[src/rtl/pause_gate_pkg.sv]
package pause_gate_pkg;

    typedef enum logic [1:0] {
        GATE_IDLE  = 2'd0,
        GATE_DEFER = 2'd1,
        GATE_HOLD  = 2'd2
    } gate_state_e;

    localparam logic [47:0] CTRL_MCAST_DA = 48'h0180C2000001;
    localparam logic [15:0] CTRL_ETYPE    = 16'h8808;
    localparam logic [15:0] PAUSE_OPCODE  = 16'h0001;

endpackage

[src/rtl/pause_frame_classify.sv]
module pause_frame_classify
    import pause_gate_pkg::*;
#(
    parameter int QW       = 16,
    parameter int ADDR_OCT = 6
) (
    input  logic                  clk,
    input  logic                  srst,
    input  logic                  strobe,
    input  logic [ADDR_OCT*8-1:0] dst_addr,
    input  logic [15:0]           ethertype,
    input  logic [15:0]           opcode,
    input  logic [QW-1:0]         quanta,
    input  logic                  ignore,
    output logic                  is_xoff,
    output logic                  is_xon
);
    localparam logic [ADDR_OCT*8-1:0] MATCH_DA = CTRL_MCAST_DA[ADDR_OCT*8-1:0];

    logic [ADDR_OCT-1:0] octet_ok;
    logic                accept;

    // per-octet address compare
    for (genvar g = 0; g < ADDR_OCT; g++) begin : g_octet
        assign octet_ok[g] = (dst_addr[g*8 +: 8] == MATCH_DA[g*8 +: 8]);
    end

    always_comb begin
        accept = strobe && !ignore && (&octet_ok)
                 && (ethertype == CTRL_ETYPE) && (opcode == PAUSE_OPCODE);
        is_xon  = accept && (quanta == '0);
        is_xoff = accept && (quanta != '0);
    end

    AST_CLASS_EXCLUSIVE: assert property (@(posedge clk) disable iff (srst)
        !(is_xon && is_xoff));
    AST_IGNORE_SILENT: assert property (@(posedge clk) disable iff (srst)
        ignore |-> !(is_xon || is_xoff));

endmodule

[src/rtl/pause_slot_timer.sv]
module pause_slot_timer #(
    parameter int QW        = 16,
    parameter int SLOT_CLKS = 64
) (
    input  logic          clk,
    input  logic          srst,
    input  logic          load,
    input  logic [QW-1:0] load_val,
    input  logic          clear,
    input  logic          run,
    output logic [QW-1:0] count,
    output logic          expire
);
    localparam int SW = (SLOT_CLKS > 1) ? $clog2(SLOT_CLKS) : 1;
    localparam logic [SW-1:0] SLOT_LAST = SW'(SLOT_CLKS - 1);

    logic [SW-1:0] slot;
    logic          slot_end;

    assign slot_end = (slot == SLOT_LAST);
    assign expire   = run && slot_end && (count == QW'(1));

    always_ff @(posedge clk) begin
        if (srst || clear) begin
            count <= '0;
            slot  <= '0;
        end else if (load) begin
            count <= load_val;
            slot  <= '0;
        end else if (run) begin
            if (slot_end) begin
                slot <= '0;
                if (count != '0)
                    count <= count - QW'(1);
            end else begin
                slot <= slot + SW'(1);
            end
        end else begin
            slot <= '0;
        end
    end

    AST_STEP_BY_ONE: assert property (@(posedge clk) disable iff (srst)
        (run && !load && !clear) |=> (count == $past(count)) || (count == $past(count) - QW'(1)));
    AST_RELOAD_EXACT: assert property (@(posedge clk) disable iff (srst)
        (load && !clear) |=> (count == $past(load_val)));
    AST_FROZEN_IDLE: assert property (@(posedge clk) disable iff (srst)
        (!run && !load && !clear) |=> $stable(count));

endmodule

[src/rtl/pause_gate_fsm.sv]
module pause_gate_fsm
    import pause_gate_pkg::*;
(
    input  logic clk,
    input  logic srst,
    input  logic is_xoff,
    input  logic is_xon,
    input  logic frame_active,
    input  logic expire,
    output logic tx_hold,
    output logic tmr_load,
    output logic tmr_clear,
    output logic tmr_run
);
    gate_state_e state, state_nx;

    // state register
    always_ff @(posedge clk) begin
        if (srst) state <= GATE_IDLE;
        else      state <= state_nx;
    end

    // transitions
    always_comb begin
        state_nx = state;
        unique case (state)
            GATE_IDLE: begin
                if (is_xoff)
                    state_nx = frame_active ? GATE_DEFER : GATE_HOLD;
            end
            GATE_DEFER: begin
                if (is_xon)             state_nx = GATE_IDLE;
                else if (!frame_active) state_nx = GATE_HOLD;
            end
            GATE_HOLD: begin
                if (is_xon)       state_nx = GATE_IDLE;
                else if (is_xoff) state_nx = GATE_HOLD;
                else if (expire)  state_nx = GATE_IDLE;
            end
            default: state_nx = GATE_IDLE;
        endcase
    end

    // outputs
    always_comb begin
        tx_hold   = 1'b0;
        tmr_load  = is_xoff;
        tmr_clear = is_xon;
        tmr_run   = 1'b0;
        unique case (state)
            GATE_IDLE:  ;
            GATE_DEFER: ;
            GATE_HOLD: begin
                tx_hold = 1'b1;
                tmr_run = !is_xoff && !is_xon;
            end
            default: ;
        endcase
    end

    AST_DEFER_NO_HOLD: assert property (@(posedge clk) disable iff (srst)
        (state == GATE_DEFER && frame_active && !is_xon) |=> !tx_hold);
    AST_XON_RELEASES: assert property (@(posedge clk) disable iff (srst)
        is_xon |=> !tx_hold);
    AST_IDLE_NEEDS_XOFF: assert property (@(posedge clk) disable iff (srst)
        (state == GATE_IDLE && !is_xoff) |=> !tx_hold);

endmodule

[src/rtl/pause_tx_gate.sv]
module pause_tx_gate #(
    parameter int QW        = 16,
    parameter int SLOT_CLKS = 64,
    parameter int ADDR_OCT  = 6
) (
    input  logic                  clk,
    input  logic                  srst,
    input  logic                  rx_pause_vld,
    input  logic [ADDR_OCT*8-1:0] rx_dst_addr,
    input  logic [15:0]           rx_ethertype,
    input  logic [15:0]           rx_opcode,
    input  logic [QW-1:0]         rx_quanta,
    input  logic                  tx_busy,
    input  logic                  tx_eof,
    input  logic                  cfg_pause_ignore,
    output logic                  tx_hold,
    output logic [QW-1:0]         pause_remaining
);
    logic is_xoff, is_xon, frame_active, expire;
    logic tmr_load, tmr_clear, tmr_run;

    assign frame_active = tx_busy && !tx_eof;

    pause_frame_classify #(.QW(QW), .ADDR_OCT(ADDR_OCT)) u_classify (
        .clk(clk), .srst(srst), .strobe(rx_pause_vld), .dst_addr(rx_dst_addr),
        .ethertype(rx_ethertype), .opcode(rx_opcode), .quanta(rx_quanta),
        .ignore(cfg_pause_ignore), .is_xoff(is_xoff), .is_xon(is_xon)
    );

    pause_gate_fsm u_fsm (
        .clk(clk), .srst(srst), .is_xoff(is_xoff), .is_xon(is_xon),
        .frame_active(frame_active), .expire(expire), .tx_hold(tx_hold),
        .tmr_load(tmr_load), .tmr_clear(tmr_clear), .tmr_run(tmr_run)
    );

    pause_slot_timer #(.QW(QW), .SLOT_CLKS(SLOT_CLKS)) u_timer (
        .clk(clk), .srst(srst), .load(tmr_load), .load_val(rx_quanta),
        .clear(tmr_clear), .run(tmr_run), .count(pause_remaining), .expire(expire)
    );

    AST_HOLD_NONZERO: assert property (@(posedge clk) disable iff (srst)
        tx_hold |-> (pause_remaining != '0));
    AST_RESET_CLEARS: assert property (@(posedge clk)
        srst |=> (!tx_hold && pause_remaining == '0));

endmodule

[config.mk]
export PLATFORM = sky130hd
export DESIGN_NAME = pause_tx_gate
export DESIGN_NICKNAME = d
export VERILOG_FILES = /design/src/rtl/pause_gate_pkg.sv /design/src/rtl/pause_frame_classify.sv /design/src/rtl/pause_slot_timer.sv /design/src/rtl/pause_gate_fsm.sv /design/src/rtl/pause_tx_gate.sv
export SDC_FILE = /design/constraint.sdc
export NUM_CORES = 1
export LEC_CHECK = 0
export BUFFER_PORTS_ARGS = -buffer_cell sky130_fd_sc_hd__buf_2
export CAP_MARGIN = 15
export CORE_MARGIN = 3
export CORE_UTILIZATION = 41
export DETAILED_ROUTE_END_ITERATION = 7
export PLACE_DENSITY_LB_ADDON = 0.12
export SYNTH_ARGS = -nofsm -noshare
export SYNTH_HDL_FRONTEND = slang
export SYNTH_HIERARCHICAL = 1
export SYNTH_SLANG_ARGS = --single-unit
export TNS_END_PERCENT = 20
[constraint.sdc]
create_clock -name clk -period 2.7 [get_ports clk]
set_input_delay 0.135 -clock clk [delete_from_list [all_inputs] [get_ports clk]]
set_output_delay 0.135 -clock clk [all_outputs]
set_load 0.005 [all_outputs]
# --- Yosys cells after proc, flatten, opt, wreduce, memory -nomap -nowiden ---
# Cells that the tools add are included.
word_totals:
  output_inout_bits: 17
  wordCells: 61
  input_bits: 102
  register_bits: 24
classes:
  eq_ne: 13
  n_bitwise: 1
  reduce_logical: 28
  addsub: 2
  n_mux: 14
ops:
  columns: ["op", "n"]
  rows:
  - ["16-bit 2-to-1 mux", 4]
  - ["16-bit by 1-bit == test with 1-bit output (second input constant)", 2]
  - ["16-bit nonzero test", 2]
  - ["16-bit == test (second input constant)", 1]
  - ["8-bit by 1-bit == test with 1-bit output (second input constant)", 2]
  - ["8-bit == test (second input constant)", 2]
  - ["16-bit logical NOT", 1]
  - ["8-bit logical NOT", 2]
  - ["16-bit by 1-bit subtractor with 16-bit output (second input constant)", 1]
  - ["2-bit 2-to-1 mux", 7]
  - ["1-bit logical AND", 10]
  - ["6-bit by 1-bit adder with 6-bit output (second input constant)", 1]
  - ["6-bit == test (second input constant)", 1]
  - ["2-bit case mux with 3 select lines", 1]
  - ["3-bit AND reduction", 2]
  - ["6-bit AND reduction", 1]
  - ["2-bit nonzero test", 3]
  - ["1-bit logical NOT", 4]
  - ["4-bit by 2-bit inequality test with 1-bit output (second input constant)", 1]
  - ["4-bit OR reduction", 1]
  - ["3-bit by 2-bit inequality test with 1-bit output (second input constant)", 1]
  - ["2-bit by 1-bit == test with 1-bit output (second input constant)", 1]
  - ["2-bit == test (second input constant)", 1]
  - ["2-bit logical NOT", 1]
  - ["4 further kinds", 5]

# --- Depth between registers and ports, before layout ---
depth:
  ltp_word: 15
  depth_mapped: 11
  depth_no_buf: 11

# --- Hierarchy ---
# Netlist, hierarchy kept.
modules_own_cells:
  columns: ["mod", "cells_per_inst", "area_per_inst_um2", "instances", "seq_area_each_um2"]
  rows:
  - ["pause_slot_timer", 149, 1257.5, 1, 440.4]
  - ["pause_frame_classify", 37, 261.5, 1, 0.0]
  - ["pause_gate_fsm", 17, 147.6, 1, 40.0]
  - ["pause_tx_gate", 1, 13.8, 1, 0.0]

# --- Worst setup path before layout ---
# No wires, ideal clock.
synth_path:
  kind: "input to register"
  start: "in rx_quanta[2]"
  end: "reg u_timer.count[9]"
  t_arrival_ns: 2.093
  required_time_ns: 2.571
  setup_time_ns: 0.129
  setup_slack_ns: 0.478
  cell_stages: 9
  path_cell_list: "nor4_1 > nand4_1 > and4_1 > nor3b_1 > nand4_1 > or4_4 > a211oi_2 > xnor2_1 > a21oi_1"
synth_between:
  elab_chain_len: 7
synth_lines:
  columns: ["item", "line", "source"]
  rows:
  - ["from (decl)", "pause_tx_gate.sv:12", "input logic [QW-1:0] rx_quanta,"]
  - ["16-bit nonzero test", "pause_frame_classify.sv:32", "is_xoff = accept && (quanta != '0);"]
  - ["1-bit logical AND", "pause_frame_classify.sv:32", null]
  - ["net is_xoff", "pause_tx_gate.sv:19", "logic is_xoff, is_xon, frame_active, expire;"]
  - ["1-bit logical NOT", "pause_gate_fsm.sv:55", "tmr_run = !is_xoff && !is_xon;"]
  - ["1-bit logical AND", "pause_gate_fsm.sv:55", null]
  - ["1-bit 2-to-1 mux", "pause_gate_fsm.sv:50", "unique case (state)"]
  - ["net tmr_run", "pause_tx_gate.sv:20", "logic tmr_load, tmr_clear, tmr_run;"]
  - ["2-bit nonzero test (no line)", null, null]
  - ["3-bit AND reduction (no line)", null, null]
  - ["to (signal assigned)", "pause_slot_timer.sv:28", "count <= load_val;"]
  - ["to (signal assigned)", "pause_slot_timer.sv:34", "count <= count - QW'(1);"]
  - ["to (decl)", "pause_slot_timer.sv:11", "output logic [QW-1:0] count,"]
# The timed path passes the listed nets, and every way through them passes these cells.
# A chain may end at the register's enable or synchronous reset.

# --- Worst setup path in the final report ---
layout_path:
  start: "in rx_quanta[10]"
  end: "reg u_timer.count[13]"
# Same word-level chain as after synthesis.

==> results.yml <==
run_status:
  outcome: "complete, no violations"
cts:
  cts_inserted_buffers: 3
  htreeDepth: 1
  cts.sinks: 24
  cts_tree: "yes"
  path_clk_slew_ps: 90
  cts_root_buffer: "clkbuf_8"
  clk_path_buf_depth: 2
  cts_hold_buf: 0
  post_cts_resized: 0
  postCtsSetupBuffers: 0
  clk_latency_ps: 270
setup_path:
  cp.arrival_ps: 2640
  path_delay_family: "simple AND/OR/NAND/NOR gates"
  critPathKind: "input pin to flip-flop"
  critPathMostFrequentCell: "and4_1"
  cp_cell_sequence: "buf_2 > nor4_1 > nand4_1 > and4_1 > nor3b_1 > and4_1 > nand2_1 > a2111oi_0 > mux2i_1 > o22ai_1"
  critical_path_buf_inv_count: 1
  cp.required_ps: 2860
  max_stage_delay_ps: 510
  start_kind: "input pin"
  cpMaxStageDelayCell: "a2111oi_0"
  worstPathMaxFanout: 3
  worstSetupEndpointType: "flip-flop"
placed_design:
  dpl.hpwl_um: 4660
  gp_congestion: 0.827
  post-place-ws_ps: 4.58
  portBuffers: 118
  place_area_um2: 2320
global_route:
  grt.total_usage: 0.223
  grt-ovfl-total: 0
  grt_pass1_vias: 2027
  grt_pass1_wl_um: 9020
  antenna_found_initial: 0
  grt_max_degree: 20
logic_synthesis:
  yosysMostFrequentCell: "dfxtp_1"
  synth_seq_area_share: 0.286
  synth_seq_cells: 24
  synth_cells: 204
  synth_top_area_cell: "dfxtp_1"
  synthFlopType: "dfxtp_1"
  syn_area_um2: 1680
  syn_area_per_cell_um2: 8.24
  synth_top_area_share: 0.286
  synthDistinctLibCells: 48
  yosysWarnings: 6
  synth_area_leaders: "dfxtp_1, nor4_1, xnor2_1"
  syn-num-nets: 309
  async_flop_share: 0
  synth_edf_count: 0
  synth_common_cells: "dfxtp_1, nor2_1, nor4_1"
routing:
  vias: 2071
  drt_iter0_markers: 155
  viasPerCell: 5.55
  antenna_left: 0
  drc_errors: 0
  dr.pass1.iters: 4
  wirelength_um: 5600
  wire_per_inst_um: 15.0
timing:
  tns_ps: 0
  setup_viol: 0
  max_slew_margin: 0.401
  worst_pin_slew_ps: 895
  drv_slew: 0
  max_freq_mhz: 404
  hold_viol: 0
  fin_worst_skew_ps: 4.01
  fin_ws_ps: 224
  fin_crit_ps: 2480
  rsz0062_at_grt: "false"
  post-route-period-util: 0.917
final_layout:
  antenna_cells: 0
  regArea_um2: 480
  final_area_um2: 2390
  nFillCells: 348
  syn_to_final_growth_pct: 42.4
  drive_above_1_share: 0.437
  multi_input_area_um2: 1130
  nets: 431
  finish.utilization: 0.630
floorplanning:
  start_util: 0.442
  die_y_um: 70.0
  rows: 22
  ioPinCount: 119
  die_w_um: 70.0
  dieArea_um2: 4900
  core_um2: 3800
hold_path:
  hold_class: "input pin to flip-flop"
job:
  max-cap-violations: 0
pwr:
  power_density_nw_per_um2: 321
  p_leak_nw: 1.04
  ir_drop_mv: 0.187
-- cell families after synthesis --
family / share of synthesized area
AO/OA/AOI/OAI: 0.152
XOR/XNOR: 0.0782
adder cells (fa/ha/maj): 0.0223
buffers and inverters: 0.0395
flip-flops: 0.286
multiplexers: 0.0119
AND/OR/NAND/NOR: 0.410
-- worst paths after layout --
check / start / endpoint / slack, ps / cells past startpoint
worst min register to register: u_timer/slot[0] / u_timer/slot[0] / 460 / 1
worst max-delay path: rx_quanta[10] / u_timer/count[13] / 220 / 10
worst max register to register: u_fsm/state[1] / u_timer/count[13] / 360 / 7
worst min-delay path: srst / u_fsm/state[1] / 60 / 2
-- state kept, by name (all words and copies together), names as in the netlist --
register	flops
u_fsm/state	2
u_timer/count	16
u_timer/slot	6
-- power breakdown --
group	internal, mW	leakage [nW]	switching, mW
logic	0.0612	0.812	0.0356
registers	0.354	0.193	0.000000000000000101
clock network	0.198	0.0357	0.120
-- per-stage QoR --
| step | hold slack, ps | power, mW | std cells |
|---|---|---|---|
| 6_report | 63.1 | 0.768 | 373 |
| 5_1_grt | 67.9 | 0.799 | 373 |
| 4_1_cts | 62.7 | 0.775 | 373 |
| 3_5_place_dp | 353 | 0.459 | 369 |
| 3_3_place_gp | 355 | 0.456 | 369 |
| 2_1_floorplan | 205 | 0.380 | 204 |
-- metal layers --
layer / share of wire / GRT usage / routed length [µm] / up-vias
met1: 0.43 / 0.274 / 2400 / 951
met2: 0.50 / 0.402 / 2830 / 77
met5: 0 / 0 / 0 / -
met4: 0.011 / 0.0617 / 62 / 0
li1: - / - / - / 1035
met3: 0.055 / 0.0302 / 307 / 8
-- final cells by class --
class,instances,share of cell area
Multi-Input combinational cell,169,0.474
Sequential cell,24,0.201
Tap cell,48,0.0251
Inverter,5,0.00785
Timing Repair Buffer,123,0.263
Clock buffer,3,0.0173
Clock inverter,1,0.0126
-- cell usage in the layout, fill, tap and decap left out, types with 5 or more instances in the layout --
cell / count
nor3_1: 5
nand4_1: 10
inv_1: 5
buf_2: 118
nand3_1: 8
nand2_1: 7
nor2_1: 20
a21oi_1: 13
buf_4: 5
xnor2_1: 10
dfxtp_1: 24
nor4b_1: 8
o21ai_0: 15
xor2_1: 5
nor4_1: 18
(Power assumes the default switching activity.)
